--- src/rtl/crc_app_pkg.sv ---
package crc_app_pkg;

  localparam int CRC_W  = 32;
  localparam int BYTE_W = 8;

  // Configuration captured per packet
  typedef struct packed {
    logic [CRC_W-1:0] poly;
    logic [CRC_W-1:0] seed;
    logic [CRC_W-1:0] xorout;
    logic             refl_in;
    logic             refl_out;
  } crc_cfg_t;

  typedef enum logic [1:0] {
    ST_OPEN = 2'd0,  // waiting for the first word of a packet
    ST_BODY = 2'd1,  // inside a packet
    ST_TAIL = 2'd2   // CRC word pending on the output
  } app_state_e;

  function automatic logic [BYTE_W-1:0] rev_byte(input logic [BYTE_W-1:0] b);
    logic [BYTE_W-1:0] r;
    for (int i = 0; i < BYTE_W; i++) r[i] = b[BYTE_W-1-i];
    return r;
  endfunction

  function automatic logic [CRC_W-1:0] rev_word(input logic [CRC_W-1:0] w);
    logic [CRC_W-1:0] r;
    for (int i = 0; i < CRC_W; i++) r[i] = w[CRC_W-1-i];
    return r;
  endfunction

  // Shift one byte into the register, bit 7 first
  function automatic logic [CRC_W-1:0] crc_byte_step(input logic [CRC_W-1:0] c_in,
                                                      input logic [BYTE_W-1:0] b,
                                                      input logic [CRC_W-1:0] poly);
    logic [CRC_W-1:0] c;
    c = c_in;
    for (int i = BYTE_W-1; i >= 0; i--) begin
      if (c[CRC_W-1] ^ b[i]) c = (c << 1) ^ poly;
      else                   c = c << 1;
    end
    return c;
  endfunction

endpackage

--- src/rtl/crc_word_engine.sv ---
module crc_word_engine
  import crc_app_pkg::*;
#(
  parameter int DATA_W = 32
) (
  input  logic [CRC_W-1:0]  crc_in,
  input  logic [DATA_W-1:0] data_in,
  input  logic [CRC_W-1:0]  poly,
  input  logic              refl_in,
  output logic [CRC_W-1:0]  crc_out
);

  localparam int NB = DATA_W / BYTE_W;

  logic [CRC_W-1:0] stage [0:NB];

  assign stage[0] = crc_in;

  // One unrolled stage per byte, most significant byte first
  for (genvar g = 0; g < NB; g++) begin : g_byte
    localparam int LSB = (NB - 1 - g) * BYTE_W;
    logic [BYTE_W-1:0] raw;
    logic [BYTE_W-1:0] din;
    assign raw          = data_in[LSB +: BYTE_W];
    assign din          = refl_in ? rev_byte(raw) : raw;
    assign stage[g + 1] = crc_byte_step(stage[g], din, poly);
  end

  assign crc_out = stage[NB];

endmodule

--- src/rtl/crc_finalize.sv ---
module crc_finalize
  import crc_app_pkg::*;
#(
  parameter int DATA_W = 32
) (
  input  logic [CRC_W-1:0]  crc_in,
  input  logic              refl_out,
  input  logic [CRC_W-1:0]  xorout,
  output logic [DATA_W-1:0] word_out
);

  logic [CRC_W-1:0] oriented;

  assign oriented = refl_out ? rev_word(crc_in) : crc_in;
  assign word_out = DATA_W'(oriented ^ xorout);

endmodule

--- src/rtl/crc_cfg_hold.sv ---
module crc_cfg_hold
  import crc_app_pkg::*;
#(
  parameter logic [CRC_W-1:0] RST_POLY = 32'h04C1_1DB7,
  parameter logic [CRC_W-1:0] RST_SEED = 32'h0000_0000
) (
  input  logic     clk,
  input  logic     rst_n,
  input  logic     capture,
  input  crc_cfg_t live_cfg,
  output crc_cfg_t held_cfg
);

  always_ff @(posedge clk) begin
    if (!rst_n) begin
      held_cfg.poly     <= RST_POLY;
      held_cfg.seed     <= RST_SEED;
      held_cfg.xorout   <= '0;
      held_cfg.refl_in  <= 1'b0;
      held_cfg.refl_out <= 1'b0;
    end else if (capture) begin
      held_cfg <= live_cfg;
    end
  end

endmodule

--- src/rtl/crc_stream_appender.sv ---
module crc_stream_appender
  import crc_app_pkg::*;
#(
  parameter int               DATA_W   = 32,
  parameter logic [CRC_W-1:0] RST_POLY = 32'h04C1_1DB7,
  parameter logic [CRC_W-1:0] RST_SEED = 32'h0000_0000
) (
  input  logic              clk,
  input  logic              rst_n,
  input  logic [CRC_W-1:0]  cfg_poly,
  input  logic [CRC_W-1:0]  cfg_seed,
  input  logic [CRC_W-1:0]  cfg_xorout,
  input  logic [1:0]        cfg_reflect,
  input  logic              in_valid,
  output logic              in_ready,
  input  logic [DATA_W-1:0] in_data,
  input  logic              in_last,
  output logic              out_valid,
  input  logic              out_ready,
  output logic [DATA_W-1:0] out_data,
  output logic              out_last
);

  app_state_e       state_q;
  logic [CRC_W-1:0] crc_q;
  crc_cfg_t         live_cfg;
  crc_cfg_t         held_cfg;

  logic             opening;
  logic             in_beat;
  logic             tail_done;
  logic [CRC_W-1:0] eff_poly;
  logic [CRC_W-1:0] eff_seed;
  logic             eff_refl_in;
  logic [CRC_W-1:0] crc_base;
  logic [CRC_W-1:0] crc_next;
  logic [DATA_W-1:0] crc_word;

  assign live_cfg = '{poly:     cfg_poly,
                      seed:     cfg_seed,
                      xorout:   cfg_xorout,
                      refl_in:  cfg_reflect[0],
                      refl_out: cfg_reflect[1]};

  // First word of a packet uses the live settings; later words use the held copy
  assign opening     = (state_q == ST_OPEN);
  assign eff_poly    = opening ? live_cfg.poly    : held_cfg.poly;
  assign eff_seed    = opening ? live_cfg.seed    : held_cfg.seed;
  assign eff_refl_in = opening ? live_cfg.refl_in : held_cfg.refl_in;
  assign crc_base    = opening ? eff_seed         : crc_q;

  assign in_beat   = in_valid && in_ready;
  assign tail_done = (state_q == ST_TAIL) && out_ready;

  crc_cfg_hold #(
    .RST_POLY (RST_POLY),
    .RST_SEED (RST_SEED)
  ) cfg_hold_i (
    .clk      (clk),
    .rst_n    (rst_n),
    .capture  (opening && in_beat),
    .live_cfg (live_cfg),
    .held_cfg (held_cfg)
  );

  crc_word_engine #(
    .DATA_W (DATA_W)
  ) engine_i (
    .crc_in  (crc_base),
    .data_in (in_data),
    .poly    (eff_poly),
    .refl_in (eff_refl_in),
    .crc_out (crc_next)
  );

  crc_finalize #(
    .DATA_W (DATA_W)
  ) finalize_i (
    .crc_in   (crc_q),
    .refl_out (held_cfg.refl_out),
    .xorout   (held_cfg.xorout),
    .word_out (crc_word)
  );

  // Output steering: pass-through during payload, CRC word in the tail
  always_comb begin
    if (state_q == ST_TAIL) begin
      out_valid = 1'b1;
      out_data  = crc_word;
      out_last  = 1'b1;
      in_ready  = 1'b0;
    end else begin
      out_valid = in_valid;
      out_data  = in_data;
      out_last  = 1'b0;
      in_ready  = out_ready;
    end
  end

  always_ff @(posedge clk) begin
    if (!rst_n) begin
      state_q <= ST_OPEN;
      crc_q   <= RST_SEED;
    end else begin
      unique case (state_q)
        ST_OPEN, ST_BODY: begin
          if (in_beat) begin
            crc_q   <= crc_next;
            state_q <= in_last ? ST_TAIL : ST_BODY;
          end
        end
        ST_TAIL: begin
          if (tail_done) begin
            crc_q   <= held_cfg.seed;
            state_q <= ST_OPEN;
          end
        end
        default: state_q <= ST_OPEN;
      endcase
    end
  end

endmodule

--- config.mk ---
export PLATFORM = sky130hd
export DESIGN_NAME = crc_stream_appender
export DESIGN_NICKNAME = d
export VERILOG_FILES = /design/src/rtl/crc_app_pkg.sv /design/src/rtl/crc_word_engine.sv /design/src/rtl/crc_finalize.sv /design/src/rtl/crc_cfg_hold.sv /design/src/rtl/crc_stream_appender.sv
export SDC_FILE = /design/constraint.sdc
export NUM_CORES = 1
export LEC_CHECK = 0
export CAP_MARGIN = 20
export CORE_MARGIN = 8
export CORE_UTILIZATION = 40
export CTS_BUF_LIST = sky130_fd_sc_hd__clkbuf_16
export CTS_CLUSTER_SIZE = 30
export DETAILED_ROUTE_END_ITERATION = 10
export PLACE_DENSITY = 0.69
export SLEW_MARGIN = 20
export SYNTH_ARGS = -nofsm -noshare
export SYNTH_HDL_FRONTEND = slang
export SYNTH_SLANG_ARGS = --single-unit
--- constraint.sdc ---
create_clock -name clk -period 31.3 [get_ports clk]
set_input_delay 4.695 -clock clk [delete_from_list [all_inputs] [get_ports clk]]
set_output_delay 4.695 -clock clk [all_outputs]
set_load 0.02 [all_outputs]
==> metrics.txt, run 1 <==
CTS clock-pin slew for the worst setup and hold paths=70 ps; total grt overflow=0; number of global-route vias before repair=25800; Routed WL=97400 um; Final Hold Vio Count=0; Period minus WS final=23160 ps; flops & latches, synth=132; Startpoint Class=input pin; Netlist cell types=100; Vias/cell=5.83; max-cap violation count=0; Sequential Area=2640 um2; H-tree depth=4; Slew Viols, Final=0; fill cell count=6490; hold path start=cfg_hold_i.held_cfg[48]; commonest non-fill, non-tap cells in the layout=xnor2_1 (811), nor2_1 (792), nand2_1 (467); RSZ-0062 raised after global routing=no; fmax=43.2 MHz; Worst EP required=31590 ps; Post-synth ARST share=0; CTS tree=built; Final Setup Violations=0; Hold Buf Count CTS=0; Buffers on Ports=169; Setup Skew=7.30 ps; First-pass DRT Iterations=6; Worst slew margin=0.303; initial antenna violation count=3; sequential area share after synthesis=0.100; critical path class=input pin to flop; die height=273 um; dpl hpwl=71100 um; postcts setup bufs=0; Yosys Warn Count=0; core area=65500 um2; worst-skew pair later-pin latency=450 ps; DR vias=27600; number of flops mapped to enable cells by yosys=0; Total Routing Usage GR=0.250; Syn Area/Cell=6.70 um2; synthesized cell area=26300 um2; Top FF cell, synth=dfxtp_1; Synth Instances=3932; Max stage delay cell, worst path=o31ai_1; DR DRC count=0; multi-input logic area=22800 um2; syn_nets=4067; Gates resized, CTS repair=0; critical path arrival=23450 ps; crit path max fanout=41; Sum Neg Setup Slack=0 ps; Tcrit/Tclk final=0.740; most common cell after layout, fill and taps aside=xnor2_1; Num CTS Buffers=17; Largest stage delay, worst path=810 ps; largest net degree at the start of global routing=160; global placement routability congestion=0.992; die area=74300 um2; CP Capture Type=flop; first-pass GRT wire length=151000 um; Tightest Pin Transition=1040 ps; Worst Setup SP=cfg_reflect[0]; Max Buffers Root-to-Sink=2; CTS sink count=132; post-route antenna net violation count=0; CTS root buf=clkbuf_16; drt initial violations=3407; WL/cell=20.6 um; Layout area overhead=12.0%; fin nets=3985; io pins=170; initial core utilization=0.402; R2R Path Start=state_q[1]; HP Class=flop to flop; outcome=finished, final reports clean; row cnt=94; share of cells above drive strength 1=0.0753; chip width=273 um
## cells in the mapped netlist (6+ instances only)
| cell | instances | area share |
|---|---|---|
| o21ai_0 | 174 | 0.033 |
| clkbuf_1 | 267 | 0.038 |
| nor3_1 | 46 | 0.0087 |
| nand2_1 | 467 | 0.067 |
| mux2i_1 | 136 | 0.052 |
| nand3_1 | 91 | 0.017 |
| a211o_1 | 7 | 0.0023 |
| o221ai_1 | 25 | 0.0083 |
| a21oi_1 | 132 | 0.025 |
| nand4_1 | 20 | 0.0048 |
| o211ai_1 | 31 | 0.0088 |
| o21ai_1 | 20 | 0.0038 |
| a31oi_1 | 12 | 0.0029 |
| xor2_1 | 83 | 0.028 |
| mux2_2 | 44 | 0.019 |
| buf_2 | 29 | 0.0055 |
| a221oi_1 | 29 | 0.0096 |
| xnor3_1 | 22 | 0.019 |
| and2_1 | 16 | 0.0038 |
| o21a_1 | 7 | 0.0020 |
| o2111ai_1 | 8 | 0.0027 |
| o211a_1 | 9 | 0.0034 |
| o32ai_1 | 6 | 0.0020 |
| a22oi_1 | 24 | 0.0068 |
| a21boi_0 | 84 | 0.024 |
| a222oi_1 | 9 | 0.0034 |
| a211oi_1 | 15 | 0.0043 |
| or3_1 | 20 | 0.0048 |
| nor2_1 | 796 | 0.11 |
| xnor2_2 | 6 | 0.0037 |
| buf_1 | 60 | 0.0086 |
| nor3_2 | 12 | 0.0046 |
| nor4_1 | 10 | 0.0024 |
| and3_1 | 9 | 0.0021 |
| xnor2_1 | 821 | 0.27 |
| a21o_1 | 11 | 0.0031 |
| o31a_1 | 6 | 0.0020 |
| dfxtp_1 | 132 | 0.10 |
| o22ai_1 | 103 | 0.024 |
| xor2_2 | 6 | 0.0037 |
## cells by family (layout without fill, tap and decap cells)
family,Yosys count,in the layout,synth area share
simple gates,1531,1531,0.242
xor+xnor,946,946,0.335
compound gates,777,777,0.197
buf+inv,363,294,0.0535
mux,183,183,0.0726
flops,132,132,0.100
other cells,0,2,0
## cell type report
class	instances	area share
well taps	864	0.0366
repair buffers	257	0.0805
multi-input cells	3437	0.773
diodes	2	0.000170
clock buffers	17	0.0144
flip-flops and latches	132	0.0896
clock inverters	15	0.00475
inverters	5	0.000636
## sequential cells by signal (all words and copies together), names as in the netlist
signal,flops
cfg_hold_i.held_cfg,98
crc_q,32
state_q,2
## layer usage
| metal | track usage | wire length (um) | vias to the layer above |
|---|---|---|---|
| met5 | 0 | 13 | - |
| met4 | 0.129 | 5540 | 2 |
| met3 | 0.0354 | 7420 | 301 |
| met2 | 0.417 | 45600 | 1305 |
| met1 | 0.313 | 38800 | 12800 |
| li1 | - | - | 13100 |
## worst paths after layout
path         slack (ps)                 endpoint  cells after the start
max                8140                crc_q[13]                     50
min                 470  cfg_hold_i.held_cfg[48]                      2
max reg2reg       11470                crc_q[13]                     51
min reg2reg         470  cfg_hold_i.held_cfg[48]                      2
## per-stage QoR
stage | utilization | hold WS, ps | setup slack, ps | instances | area [um2]
4_1_cts | 0.450 | 467 | 8030 | 4726 | 29500
3_3_place_gp | 0.441 | 453 | 8090 | 4694 | 28900
2_1_floorplan | - | 439 | 13560 | 3932 | 26300
6_report | 0.450 | 467 | 8140 | 4729 | 29500
5_1_grt | 0.450 | 478 | 6960 | 4729 | 29500
3_5_place_dp | 0.441 | 457 | 7620 | 4694 | 28900
## worst max-delay path: cells and delay by family
| family | cells | cell delay (ps) |
|---|---|---|
| muxes | 1 | 280 |
| xor gates and xnor gates | 6 | 2650 |
| AOI/OAI and AO/OA | 15 | 5250 |
| and+or+nand+nor | 24 | 9120 |
| buffers and inverters | 4 | 1380 |
Power of run 1 is not shown: default switching activity piles up to over one toggle a cycle in this logic, so the estimate is an artifact.
==> run 2: changes to the inputs <==
--- a/config.mk
+++ b/config.mk
@@ -11,7 +11,7 @@
 export CTS_BUF_LIST = sky130_fd_sc_hd__clkbuf_16
 export CTS_CLUSTER_SIZE = 30
 export DETAILED_ROUTE_END_ITERATION = 10
-export PLACE_DENSITY = 0.69
+export PLACE_DENSITY = 0.71
 export SLEW_MARGIN = 20
 export SYNTH_ARGS = -nofsm -noshare
 export SYNTH_HDL_FRONTEND = slang
==> constraint.sdc (replaced) <==
create_clock -name clk -period 19.1 [get_ports clk]
set_input_delay 2.865 -clock clk [delete_from_list [all_inputs] [get_ports clk]]
set_output_delay 2.865 -clock clk [all_outputs]
set_load 0.02 [all_outputs]
==> metrics.txt, run 2 (synthesis results as in run 1) <==
outcome=finished, final reports clean (unchanged); Period minus WS final=18300 ps; DR vias=28100 (was 27600); post-route antenna net violation count=0 (unchanged); core area=65500 um2 (unchanged); HP Class=flop to flop (unchanged); Vias/cell=5.91 (was 5.83); initial antenna violation count=1 (was 3); Largest Register=cfg_hold_i.held_cfg (unchanged); Worst slew margin=0.323 (was 0.303); First-pass DRT Iterations=9 (was 6); share of cells above drive strength 1=0.0861 (was 0.0753); Worst Hold Depth=2 (unchanged); Buffers on Ports=169 (unchanged); RSZ-0062 raised after global routing=no (unchanged); chip width=273 um (unchanged); dpl hpwl=71500 um (was 71100 um); most common cell after layout, fill and taps aside=xnor2_1 (unchanged); commonest non-fill, non-tap cells in the layout=xnor2_1 (809), nor2_1 (791), nand2_1 (467) (was xnor2_1 (811), nor2_1 (792), nand2_1 (467)); DR DRC count=0 (unchanged); Max stage delay cell, worst path=or4_1 (was o31ai_1); critical path arrival=18570 ps (was 23450 ps); Tightest Pin Transition=994 ps (was 1040 ps); fmax=54.7 MHz; Routed WL=98300 um (was 97400 um); fin nets=4012 (was 3985); Slew Viols, Final=0 (unchanged); global placement routability congestion=0.948 (was 0.992); Total Routing Usage GR=0.251 (was 0.250); Worst EP required=19370 ps (was 31590 ps); first-pass GRT wire length=153000 um (was 151000 um); drt initial violations=3578 (was 3407); die area=74300 um2 (unchanged); Num CTS Buffers=17 (unchanged); CTS tree=built (unchanged); CP Capture Type=flop (unchanged); initial core utilization=0.402 (unchanged); die height=273 um (unchanged); Layout area overhead=13.5% (was 12.0%); row cnt=94 (unchanged); io pins=170 (unchanged); Largest register FFs=98 (unchanged); max-cap violation count=0 (unchanged); WL/cell=20.7 um (was 20.6 um); CTS root buf=clkbuf_16 (unchanged); Largest stage delay, worst path=650 ps (was 810 ps); critical path class=input pin to flop (unchanged); Tcrit/Tclk final=0.958; worst-skew pair later-pin latency=440 ps (was 450 ps); number of global-route vias before repair=25900 (was 25800); Max Buffers Root-to-Sink=2 (unchanged); Sum Neg Setup Slack=0 ps (unchanged); crit path max fanout=42 (was 41); CTS sink count=132 (unchanged); largest net degree at the start of global routing=90 (was 160); worst-case reg-to-reg path depth=54 (was 51); total grt overflow=0 (unchanged); Startpoint Class=input pin (unchanged); Final Setup Violations=0 (unchanged); Setup Skew=13.0 ps (was 7.30 ps); H-tree depth=4 (unchanged); Final Hold Vio Count=0 (unchanged); CTS clock-pin slew for the worst setup and hold paths=60 ps (was 70 ps); largest registers=cfg_hold_i.held_cfg (98), crc_q (32), state_q (2) (unchanged)
[run 2: per-stage QoR]
step           hold slack [ps]  std cells  cell area [um2]   util  worst slack (ps)
5_1_grt                    474       4755            29900  0.456              12.6
6_report                   465       4756            29900  0.456               802
2_1_floorplan              439       3932            26300      -              3190
3_5_place_dp               457       4715            29000  0.443              -134
3_3_place_gp               451       4715            29000  0.443               309
4_1_cts                    465       4747            29700  0.453               296
[run 2: final timing paths]
check	from	to	slack, ps
max	cfg_reflect[0]	crc_q[3]	800
min	cfg_hold_i.held_cfg[38]	cfg_hold_i.held_cfg[38]	470
max reg2reg	state_q[1]	crc_q[3]	2790
min reg2reg	cfg_hold_i.held_cfg[38]	cfg_hold_i.held_cfg[38]	470
[run 2: what timing repair did]
action,4_1_cts,5_1_grt
gates resized for setup,0,29
setup endpoints to repair,0,32
setup buffers,0,6
hold buffers,0,0
[run 2: routing by layer]
metal,routed length (um),global-route usage,vias up
li1,-,-,13200
met1,40500,0.334,13200
met2,43800,0.398,1443
met3,8830,0.0352,299
met4,5130,0.120,0
met5,0,0,-
[run 2: worst max-delay path, delay by kind of cell]
| kind | cells | cell delay, ps |
|---|---|---|
| xor gates and xnor gates | 9 | 2680 |
| AOI/OAI and AO/OA | 15 | 4420 |
| buffers and inverters | 7 | 2040 |
| and+or+nand+nor | 22 | 6510 |
[run 2: cell type report]
| cell class | count | area [um2] |
|---|---|---|
| antenna | 2 | 5.00 |
| clock buffer | 17 | 425 |
| clock inverter | 15 | 205 |
| fill | 6447 | 35600 |
| inverter | 5 | 18.8 |
| multi-input combinational | 3438 | 22900 |
| sequential | 132 | 2640 |
| tap | 864 | 1080 |
| timing repair buffer | 283 | 2560 |
Power of run 2 is left out for the same reason.
